### config.mk
export PLATFORM = sky130hd
export DESIGN_NAME = trig_qualifier
export DESIGN_NICKNAME = d
export VERILOG_FILES = /design/src/rtl/trq_pkg.sv /design/src/rtl/trq_cond_stage.sv /design/src/rtl/trq_counter.sv /design/src/rtl/trq_mode_ctrl.sv /design/src/rtl/trig_qualifier.sv
export SDC_FILE = /design/constraint.sdc
export NUM_CORES = 1
export LEC_CHECK = 0
export BUFFER_PORTS_ARGS = -buffer_cell sky130_fd_sc_hd__buf_4
export CORE_UTILIZATION = 40
export CTS_CLUSTER_DIAMETER = 100
export DETAILED_ROUTE_END_ITERATION = 10
export GPL_TIMING_DRIVEN = 0
export PLACE_DENSITY_LB_ADDON = 0.08
export SLEW_MARGIN = 40
export SYNTH_ARGS = -nofsm -noshare
export SYNTH_HDL_FRONTEND = slang
export SYNTH_HIERARCHICAL = 1
export SYNTH_SLANG_ARGS = --single-unit
### constraint.sdc
create_clock -name clk -period 4.6 [get_ports clk]
set_input_delay 0.23 -clock clk [delete_from_list [all_inputs] [get_ports clk]]
set_output_delay 0.23 -clock clk [all_outputs]
set_load 0.02 [all_outputs]
### src/rtl/trq_pkg.sv
// Shared definitions for the counting trigger qualifier.
package trq_pkg;

    // Counting mode selected by software; the encoding is fixed at the ports.
    typedef enum logic [1:0] {
        TRQ_DELAY  = 2'b00,
        TRQ_COUNT  = 2'b01,
        TRQ_WIDTH  = 2'b10,
        TRQ_IDLEWD = 2'b11
    } trq_mode_e;

endpackage

### src/rtl/trq_cond_stage.sv
// Condition edge stage: keeps the previous armed sample of the condition
// and flags a rising edge. Assumes the condition is already synchronous to clk.
// The stored sample is cleared while disarmed, so a condition that is high
// at arming counts as an edge.
module trq_cond_stage (
    input  logic clk,
    input  logic rst_n,
    input  logic arm,
    input  logic cond,
    output logic cond_rise
);

    logic cond_q;

    // Store the last armed condition sample.
    always_ff @(posedge clk) begin
        if (!rst_n || !arm) begin
            cond_q <= 1'b0;
        end else begin
            cond_q <= cond;
        end
    end

    // A rising edge is a high sample after a low one.
    always_comb begin
        cond_rise = cond && !cond_q;
    end

endmodule

### src/rtl/trq_counter.sv
// Shared qualifier counter: counts up on inc and clears on clr (clr wins).
// It reports hit when one more step would reach the effective count, which
// is n_val with 0 promoted to 1. Assumes n_val is stable while armed.
module trq_counter #(
    parameter int NW = 16
) (
    input  logic          clk,
    input  logic          rst_n,
    input  logic          clr,
    input  logic          inc,
    input  logic [NW-1:0] n_val,
    output logic          cnt_nz,
    output logic          hit
);

    localparam int CW = NW + 1;

    logic [NW-1:0] cnt_q;
    logic [NW-1:0] n_eff;
    logic [CW-1:0] next_step;

    // Effective terminal count, 0 promoted to 1.
    always_comb begin
        n_eff = (n_val == '0) ? NW'(1) : n_val;
    end

    // Compare the next count value against the terminal count.
    always_comb begin
        next_step = {1'b0, cnt_q} + CW'(1);
        hit       = (next_step == {1'b0, n_eff});
        cnt_nz    = (cnt_q != '0);
    end

    // Count register update.
    always_ff @(posedge clk) begin
        if (!rst_n || clr) begin
            cnt_q <= '0;
        end else if (inc) begin
            cnt_q <= next_step[NW-1:0];
        end
    end

endmodule

### src/rtl/trq_mode_ctrl.sv
// Mode controller: turns the condition, its rising edge and the counter's
// hit flag into counter commands and a fire request, for the selected mode.
// The hold flag is the pending-delay flag in delay mode and the
// already-fired flag in width mode. Assumes mode is changed only while disarmed.
module trq_mode_ctrl
    import trq_pkg::*;
(
    input  logic       clk,
    input  logic       rst_n,
    input  logic       arm,
    input  logic [1:0] mode,
    input  logic       cond,
    input  logic       cond_rise,
    input  logic       hit,
    output logic       inc,
    output logic       clr,
    output logic       fire,
    output logic       hold
);

    trq_mode_e mode_e;
    logic      hold_q;
    logic      hold_d;

    // Decode the mode bits.
    always_comb begin
        mode_e = trq_mode_e'(mode);
    end

    // Per-mode counter commands and fire decision.
    always_comb begin
        inc    = 1'b0;
        clr    = 1'b0;
        fire   = 1'b0;
        hold_d = hold_q;
        if (!arm) begin
            clr    = 1'b1;
            hold_d = 1'b0;
        end else begin
            case (mode_e)
                TRQ_DELAY: begin
                    if (hold_q) begin
                        if (hit) begin
                            fire   = 1'b1;
                            clr    = 1'b1;
                            hold_d = 1'b0;
                        end else begin
                            inc = 1'b1;
                        end
                    end else if (cond) begin
                        hold_d = 1'b1;
                    end
                end
                TRQ_COUNT: begin
                    if (cond_rise) begin
                        if (hit) begin
                            fire = 1'b1;
                            clr  = 1'b1;
                        end else begin
                            inc = 1'b1;
                        end
                    end
                end
                TRQ_WIDTH: begin
                    if (!cond) begin
                        clr    = 1'b1;
                        hold_d = 1'b0;
                    end else if (!hold_q) begin
                        if (hit) begin
                            fire   = 1'b1;
                            clr    = 1'b1;
                            hold_d = 1'b1;
                        end else begin
                            inc = 1'b1;
                        end
                    end
                end
                default: begin
                    if (cond) begin
                        clr = 1'b1;
                    end else if (hit) begin
                        fire = 1'b1;
                        clr  = 1'b1;
                    end else begin
                        inc = 1'b1;
                    end
                end
            endcase
        end
    end

    // Hold flag register.
    always_ff @(posedge clk) begin
        if (!rst_n) begin
            hold_q <= 1'b0;
        end else begin
            hold_q <= hold_d;
        end
    end

    // Expose the hold flag for the status output.
    always_comb begin
        hold = hold_q;
    end

endmodule

### src/rtl/trig_qualifier.sv
// Counting trigger qualifier top: forms a one-cycle trigger strobe from a
// condition bit, using one of four counting modes and a programmed count.
// Assumes mode and n_val are programmed while arm is low.
module trig_qualifier
    import trq_pkg::*;
#(
    parameter int NW = 16
) (
    input  logic          clk,
    input  logic          rst_n,
    input  logic          arm,
    input  logic          cond,
    input  logic [1:0]    mode,
    input  logic [NW-1:0] n_val,
    output logic          trig,
    output logic          busy
);

    logic cond_rise;
    logic cnt_nz;
    logic hit;
    logic inc;
    logic clr;
    logic fire;
    logic hold;
    logic trig_q;

    trq_cond_stage u_cond (
        .clk       (clk),
        .rst_n     (rst_n),
        .arm       (arm),
        .cond      (cond),
        .cond_rise (cond_rise)
    );

    trq_counter #(.NW(NW)) u_cnt (
        .clk    (clk),
        .rst_n  (rst_n),
        .clr    (clr),
        .inc    (inc),
        .n_val  (n_val),
        .cnt_nz (cnt_nz),
        .hit    (hit)
    );

    trq_mode_ctrl u_ctrl (
        .clk       (clk),
        .rst_n     (rst_n),
        .arm       (arm),
        .mode      (mode),
        .cond      (cond),
        .cond_rise (cond_rise),
        .hit       (hit),
        .inc       (inc),
        .clr       (clr),
        .fire      (fire),
        .hold      (hold)
    );

    // Register the fire request into the trigger strobe.
    always_ff @(posedge clk) begin
        if (!rst_n) begin
            trig_q <= 1'b0;
        end else begin
            trig_q <= fire;
        end
    end

    // Drive outputs: busy while counting or a delay is pending.
    always_comb begin
        trig = trig_q;
        busy = cnt_nz || (trq_mode_e'(mode) == TRQ_DELAY && hold);
    end

endmodule

==> flow_metrics.py, run 1 <==
metrics = {
    "global_routing": {
        "grt_overflow": 0,
        "first_global_vias": 1387,
        "grt_pass1_wl_um": 6640,
        "groute.usage.overall": 0.197,
        "antenna_found_initial": 0,
        "grt_max_degree": 11,
    },
    "timing": {
        "fin_crit_ps": 4020,
        "fin_worst_skew_ps": 3.04,
        "fmax_mhz": 249,
        "tightest_slew_ps": 825,
        "maxSlewViolCount": 0,
        "hold_violations": 0,
        "rsz0062_at_grt": "false",
        "fin_crit_sh": 0.874,
        "maxSlewHeadroom": 0.446,
        "final-setup-viol-count": 0,
        "fin_tns_setup_ps": 0,
    },
    "setup_path": {
        "ff2ff_setup_slack_ps": 580,
        "worstSetupPathType": "reg -> reg",
        "endpoint_kind": "flop",
        "rr_endpoint": "u_cnt/cnt_q[13]",
        "start_kind": "flop",
        "slowest_delay_ps": 760,
        "cp.required_ps": 4730,
        "r2r_cells": 14,
        "cp_data_arrival_time_ps": 4150,
        "slowest_stage": "nor4_2",
        "cp_cell_sequence": "ha_1, and3_1, clkbuf_1, nand4_1, o2bb2ai_1, o211ai_1, nor4_2, o22ai_1, o2bb2ai_1, o21ai_1, nand2b_1, clkbuf_1, clkbuf_1, nor2_1",
        "timing.rr.start": "u_cnt/cnt_q[1]",
        "crit_fanout": 10,
        "path_common_cell": "clkbuf_1",
    },
    "final_layout": {
        "num_antenna_cells": 0,
        "layout.cells.most_common": "buf_4",
        "syn_to_final_growth_pct": 16.8,
        "num-fill-cells": 417,
        "stdcell_area_um2": 1950,
        "drive_gt1_frac": 0.206,
        "layout_common_cells": "buf_4, nor2_1, dfxtp_1",
        "nNetsFinal": 263,
    },
    "place": {
        "gp_congestion": 0.764,
        "io_buffers": 23,
        "dp_hpwl_um": 3150,
        "placed_area_um2": 1910,
    },
    "logic_synthesis": {
        "synth_edf_count": 0,
        "ys.warnings.count": 6,
        "synth_nets": 235,
        "async_reset_ff_frac": 0,
        "ys_ff_latch": 19,
        "ys.flop_type": "dfxtp_1",
        "syn-cell-area_um2": 1670,
        "syn_avg_cell_area_um2": 7.92,
        "seq_area_frac_synth": 0.228,
        "syn_inst": 211,
        "synth.distinct_cells": 55,
    },
    "hold_path": {
        "holdCritStartpoint": "rst_n",
        "hold_depth": 2,
        "min_to": "trig",
        "hold_class": "in -> reg",
    },
    "route": {
        "ant_nets": 0,
        "wl_per_cell_um": 14.5,
        "drc_errors": 0,
        "dr.pass1.iters": 5,
        "via_count": 1600,
        "wl_um": 4160,
        "viasPerCell": 5.56,
        "drt_iter0_drc": 81,
    },
    "cts": {
        "clkSinkCount": 19,
        "cts.path.max_buffers": 2,
        "root_buffer": "clkbuf_8",
        "h-tree-depth": 1,
        "cts_tree": "built",
        "post_cts_resized": 0,
        "cts_hold_buffers": 0,
        "clk-insertion-delay-late_ps": 260,
        "numCtsBuffers": 3,
        "post_cts_buffers": 0,
        "path_clk_slew_ps": 80,
    },
    "outcome": {
        "status": "complete, no violations",
    },
    "pwr": {
        "p_per_area_nw_per_um2": 179,
        "p_sw_frac": 0.259,
        "power_frac_seq": 0.475,
        "power.share.clock": 0.344,
        "cellLeakagePower_nw": 0.758,
        "p_comb_frac": 0.181,
        "ir_drop_v": 0.0000768,
        "power_switching_w": 0.0000907,
        "intPower_w": 0.000259,
    },
    "die": {
        "core_area_um2": 4000,
        "io_pins": 24,
        "die_h_um": 66.6,
        "dieWidth_um": 66.6,
        "core.rowCount": 23,
        "start_util": 0.418,
        "dieArea_um2": 4440,
    },
    "flow_run": {
        "cap_violations": 0,
    },
}
-- metrics by stage --
step	util	std cells	total power (W)	hold WS (ps)	setup WS, ps
CTS	0.488	288	0.000354	208	586
global placement	0.477	284	0.000234	474	614
floorplan	-	211	0.000205	357	1510
global route	0.488	288	0.000369	239	207
detailed placement	0.477	284	0.000234	478	620
finish	0.488	288	0.000350	208	579
-- critical path, delay by kind of cell (launching register included) --
| family | cells | cell delay (ps) |
|---|---|---|
| AND/OR/NAND/NOR | 5 | 1280 |
| buffers and inverters | 3 | 1060 |
| AO/OA/AOI/OAI | 5 | 750 |
| flip-flops | 1 | 460 |
| adder cells (fa/ha/maj) | 1 | 310 |
-- power groups by stage --
stage                     sequential [W]  combinational (W)  clock (W)
after floorplan                 0.000170          0.0000348          0
after global placement          0.000170          0.0000636          0
after detailed placement        0.000170          0.0000636          0
after CTS                       0.000166          0.0000637   0.000125
after global routing            0.000166          0.0000690   0.000133
final                           0.000166          0.0000633   0.000120
-- worst max path at each step --
stage,from,endpoint,slack (ps),depth (start not counted)
global route,u_cnt/cnt_q[1],u_cnt/cnt_q[4],210,14
finish,u_cnt/cnt_q[1],u_cnt/cnt_q[13],580,14
global placement,u_cnt/cnt_q[1],u_cnt/cnt_q[10],610,14
detailed placement,u_cnt/cnt_q[1],u_cnt/cnt_q[13],620,14
CTS,u_cnt/cnt_q[1],u_cnt/cnt_q[13],590,14
floorplan,u_cnt/cnt_q[0],u_cnt/cnt_q[0],1510,13
-- state kept, by name (all words and copies together) (netlist names) --
signal         cells
trig               1
u_ctrl/hold        1
u_cnt/cnt_q       16
u_cond/cond_q      1
-- synth_stat cells, types with 2 or more instances --
master	count	share of area
nand4_1	12	0.045
clkbuf_1	5	0.011
and4_1	2	0.010
xor2_1	16	0.084
xnor2_1	16	0.084
nand3_1	7	0.021
o21ai_1	3	0.0090
nand2_1	9	0.020
a221oi_1	2	0.010
o2bb2ai_1	2	0.010
mux2i_1	2	0.012
o211ai_1	3	0.013
a21oi_1	6	0.018
nor3_1	7	0.021
nor4_1	5	0.019
buf_4	5	0.022
or3_1	4	0.015
a21o_1	3	0.013
nand2b_1	4	0.015
nor2_1	20	0.045
buf_6	2	0.013
ha_1	2	0.015
a31oi_1	2	0.0075
o21ai_0	5	0.015
and3_1	6	0.022
dfxtp_1	19	0.23
nor3b_1	2	0.0090
buf_2	6	0.018
inv_1	5	0.011
nor2b_1	4	0.015
-- layer usage --
layer	up-vias	part of all wire	wire (um)	GRT usage
li1	813	-	-	-
met1	750	0.49	2040	0.271
met2	35	0.47	1950	0.328
met3	2	0.041	170	0.0257
met4	0	0.0017	7	0.0319
met5	-	0	0	0
-- cell type report --
| class | instances | area (um^2) | area share |
|---|---|---|---|
| Inverter | 6 | 22.5 | 0.0115 |
| Timing Repair Buffer | 23 | 173 | 0.0885 |
| Buffer | 18 | 109 | 0.0558 |
| Sequential cell | 19 | 380 | 0.195 |
| Multi-Input combinational cell | 168 | 1160 | 0.594 |
| Tap cell | 50 | 62.6 | 0.0321 |
| Clock buffer | 4 | 45.0 | 0.0231 |
-- cell families (layout without fill, tap and decap cells) --
family,count (synthesis),count (layout),share of synthesized area
xor gates and xnor gates,32,32,0.168
adders and majority gates,2,2,0.0150
AOI/OAI and AO/OA,36,36,0.150
DFF,19,19,0.228
and+or+nand+nor,96,96,0.350
buffers and inverters,24,51,0.0786
muxes,2,2,0.0120
(Power assumes the default switching activity.)
==> run 2, diff against run 1 <==
==> constraint.sdc (replaced) <==
create_clock -name clk -period 4.6 [get_ports clk]
set_input_delay 0 -clock clk [delete_from_list [all_inputs] [get_ports clk]]
set_output_delay 0 -clock clk [all_outputs]
set_load 0.02 [all_outputs]
==> run 2 against run 1 <==
  * Sequential power is essentially flat
  * Total power grew 0.13%
  * Worst hold slack lost 200 ps
  * Setup slack gained 18 ps
  * Clock skew is essentially flat
  * Die area is the same
  * Global-route usage is the same
  * Critical path depth is the same
  * Final area grew 0.51%
  * Utilization grew 0.25 points
  * Count of clock-buffer cells in the layout is the same
  * Sequential cell count is the same
  * Largest cell class unchanged
  * Highest routed layer unchanged
==> flow_metrics.py, run 2 (synthesized netlist as in run 1, its figures left out) <==
metrics = {
    "outcome": {
        "status": "complete, no violations",
    },
    "cts": {
        "clk-insertion-delay-late_ps": 260,
        "post_cts_buffers": 0,
        "cts.path.max_buffers": 2,
        "path_clk_slew_ps": 80,
        "h-tree-depth": 1,
        "clkSinkCount": 19,
        "post_cts_resized": 0,
        "numCtsBuffers": 3,
        "cts_tree": "built",
        "root_buffer": "clkbuf_8",
    },
    "pwr": {
        "ir_drop_v": 0.0000768,
        "p_per_area_nw_per_um2": 178,
        "cellLeakagePower_nw": 0.763,
    },
    "flow_run": {
        "cap_violations": 0,
    },
    "global_routing": {
        "grt_max_degree": 11,
        "grt_use_met1": 0.271,
        "grt_pass1_wl_um": 6640,
        "grt_use_met3": 0.0257,
        "first_global_vias": 1387,
        "grt_overflow": 0,
        "groute.usage.overall": 0.197,
        "antenna_found_initial": 0,
        "met2_usage": 0.328,
        "grt_most_used_layer": "met2",
    },
    "place": {
        "dp_hpwl_um": 3150,
        "gp_congestion": 0.764,
        "placed_area_um2": 1910,
        "io_buffers": 23,
    },
    "final_layout": {
        "largest_reg_flops": 16,
        "num_antenna_cells": 0,
        "layout_common_cells": "buf_4, nor2_1, dfxtp_1",
        "syn_to_final_growth_pct": 17.4,
        "drive_gt1_frac": 0.205,
        "stdcell_area_um2": 1960,
        "nNetsFinal": 264,
        "num-fill-cells": 416,
        "layout.cells.most_common": "buf_4",
        "fin_util": 0.490,
        "regMostFlops": "u_cnt/cnt_q",
    },
    "timing": {
        "fin_tns_setup_ps": 0,
        "hold_violations": 0,
        "rsz0062_at_grt": "false",
        "maxSlewHeadroom": 0.440,
        "fmax_mhz": 250,
        "maxSlewViolCount": 0,
        "final-setup-viol-count": 0,
        "fin_crit_sh": 0.870,
        "fin_worst_skew_ps": 2.96,
        "tightest_slew_ps": 834,
        "hold_ws_ps": 6.14,
        "fin_crit_ps": 4000,
    },
    "die": {
        "start_util": 0.418,
        "core_area_um2": 4000,
        "dieWidth_um": 66.6,
        "dieArea_um2": 4440,
        "core.rowCount": 23,
        "die_h_um": 66.6,
        "io_pins": 24,
    },
    "route": {
        "via_count": 1590,
        "ant_nets": 0,
        "wl_um": 4140,
        "dr.pass1.iters": 4,
        "wl_per_cell_um": 14.3,
        "drc_errors": 0,
        "drt_iter0_drc": 95,
        "viasPerCell": 5.50,
    },
    "setup_path": {
        "cp_data_arrival_time_ps": 4130,
        "crit_fanout": 10,
        "start_kind": "flop",
        "worstSetupPathType": "reg -> reg",
        "endpoint_kind": "flop",
        "crit_start": "u_cnt/cnt_q[1]",
        "cp.required_ps": 4730,
        "timing.rr.start": "u_cnt/cnt_q[1]",
    },
    "hold_path": {
        "holdCritStartpoint": "arm",
        "hold_class": "in -> reg",
    },
}
run 2: report_power, final:
| part | internal [W] | switching, W |
|---|---|---|
| Combinational | 0.0000324 | 0.0000314 |
| Sequential | 0.000165 | 0.000000689 |
| Clock | 0.0000616 | 0.0000585 |
| Total | 0.000259 | 0.0000906 |
run 2: final cells by class:
cell class,count,area [um^2],area share
clock buffers,4,45.0,0.0230
inverters,6,22.5,0.0115
flip-flops and latches,19,380,0.194
repair buffers,24,183,0.0931
plain buffers,18,109,0.0555
multi-input cells,168,1160,0.591
well taps,50,62.6,0.0319
run 2: routing by layer:
layer | vias to the layer above | wire (um)
met1 | 733 | 1990
met2 | 39 | 1960
met3 | 2 | 178
li1 | 816 | -
met4 | 0 | 7
met5 | - | 0
run 2: per-stage QoR:
step	cells	setup slack [ps]	total power, W
floorplan	211	1510	0.000205
global placement	284	614	0.000234
detailed placement	284	620	0.000234
CTS	289	586	0.000355
global route	289	207	0.000369
finish	289	597	0.000350
run 2: final timing paths:
check | end | slack (ps) | cells after the start
max | u_cnt/cnt_q[13] | 600 | 14
min | u_cond/cond_q | 6 | 2
max reg2reg | u_cnt/cnt_q[13] | 600 | 14
min reg2reg | u_cnt/cnt_q[14] | 570 | 2
run 2: repair_timing:
item	CTS	global route
setup endpoints to repair	0	0
hold buffers	1	0
hold endpoints to repair	1	0
run 2: critical path, cell delays in order, from the launching register on:
cell	delay [ps]
dfxtp_1	460
ha_1	310
and3_1	180
clkbuf_1	240
nand4_1	130
o2bb2ai_1	160
o211ai_1	130
nor4_2	770
o22ai_1	200
o2bb2ai_1	150
o21ai_1	110
nand2b_1	100
clkbuf_1	320
clkbuf_1	480
nor2_1	110
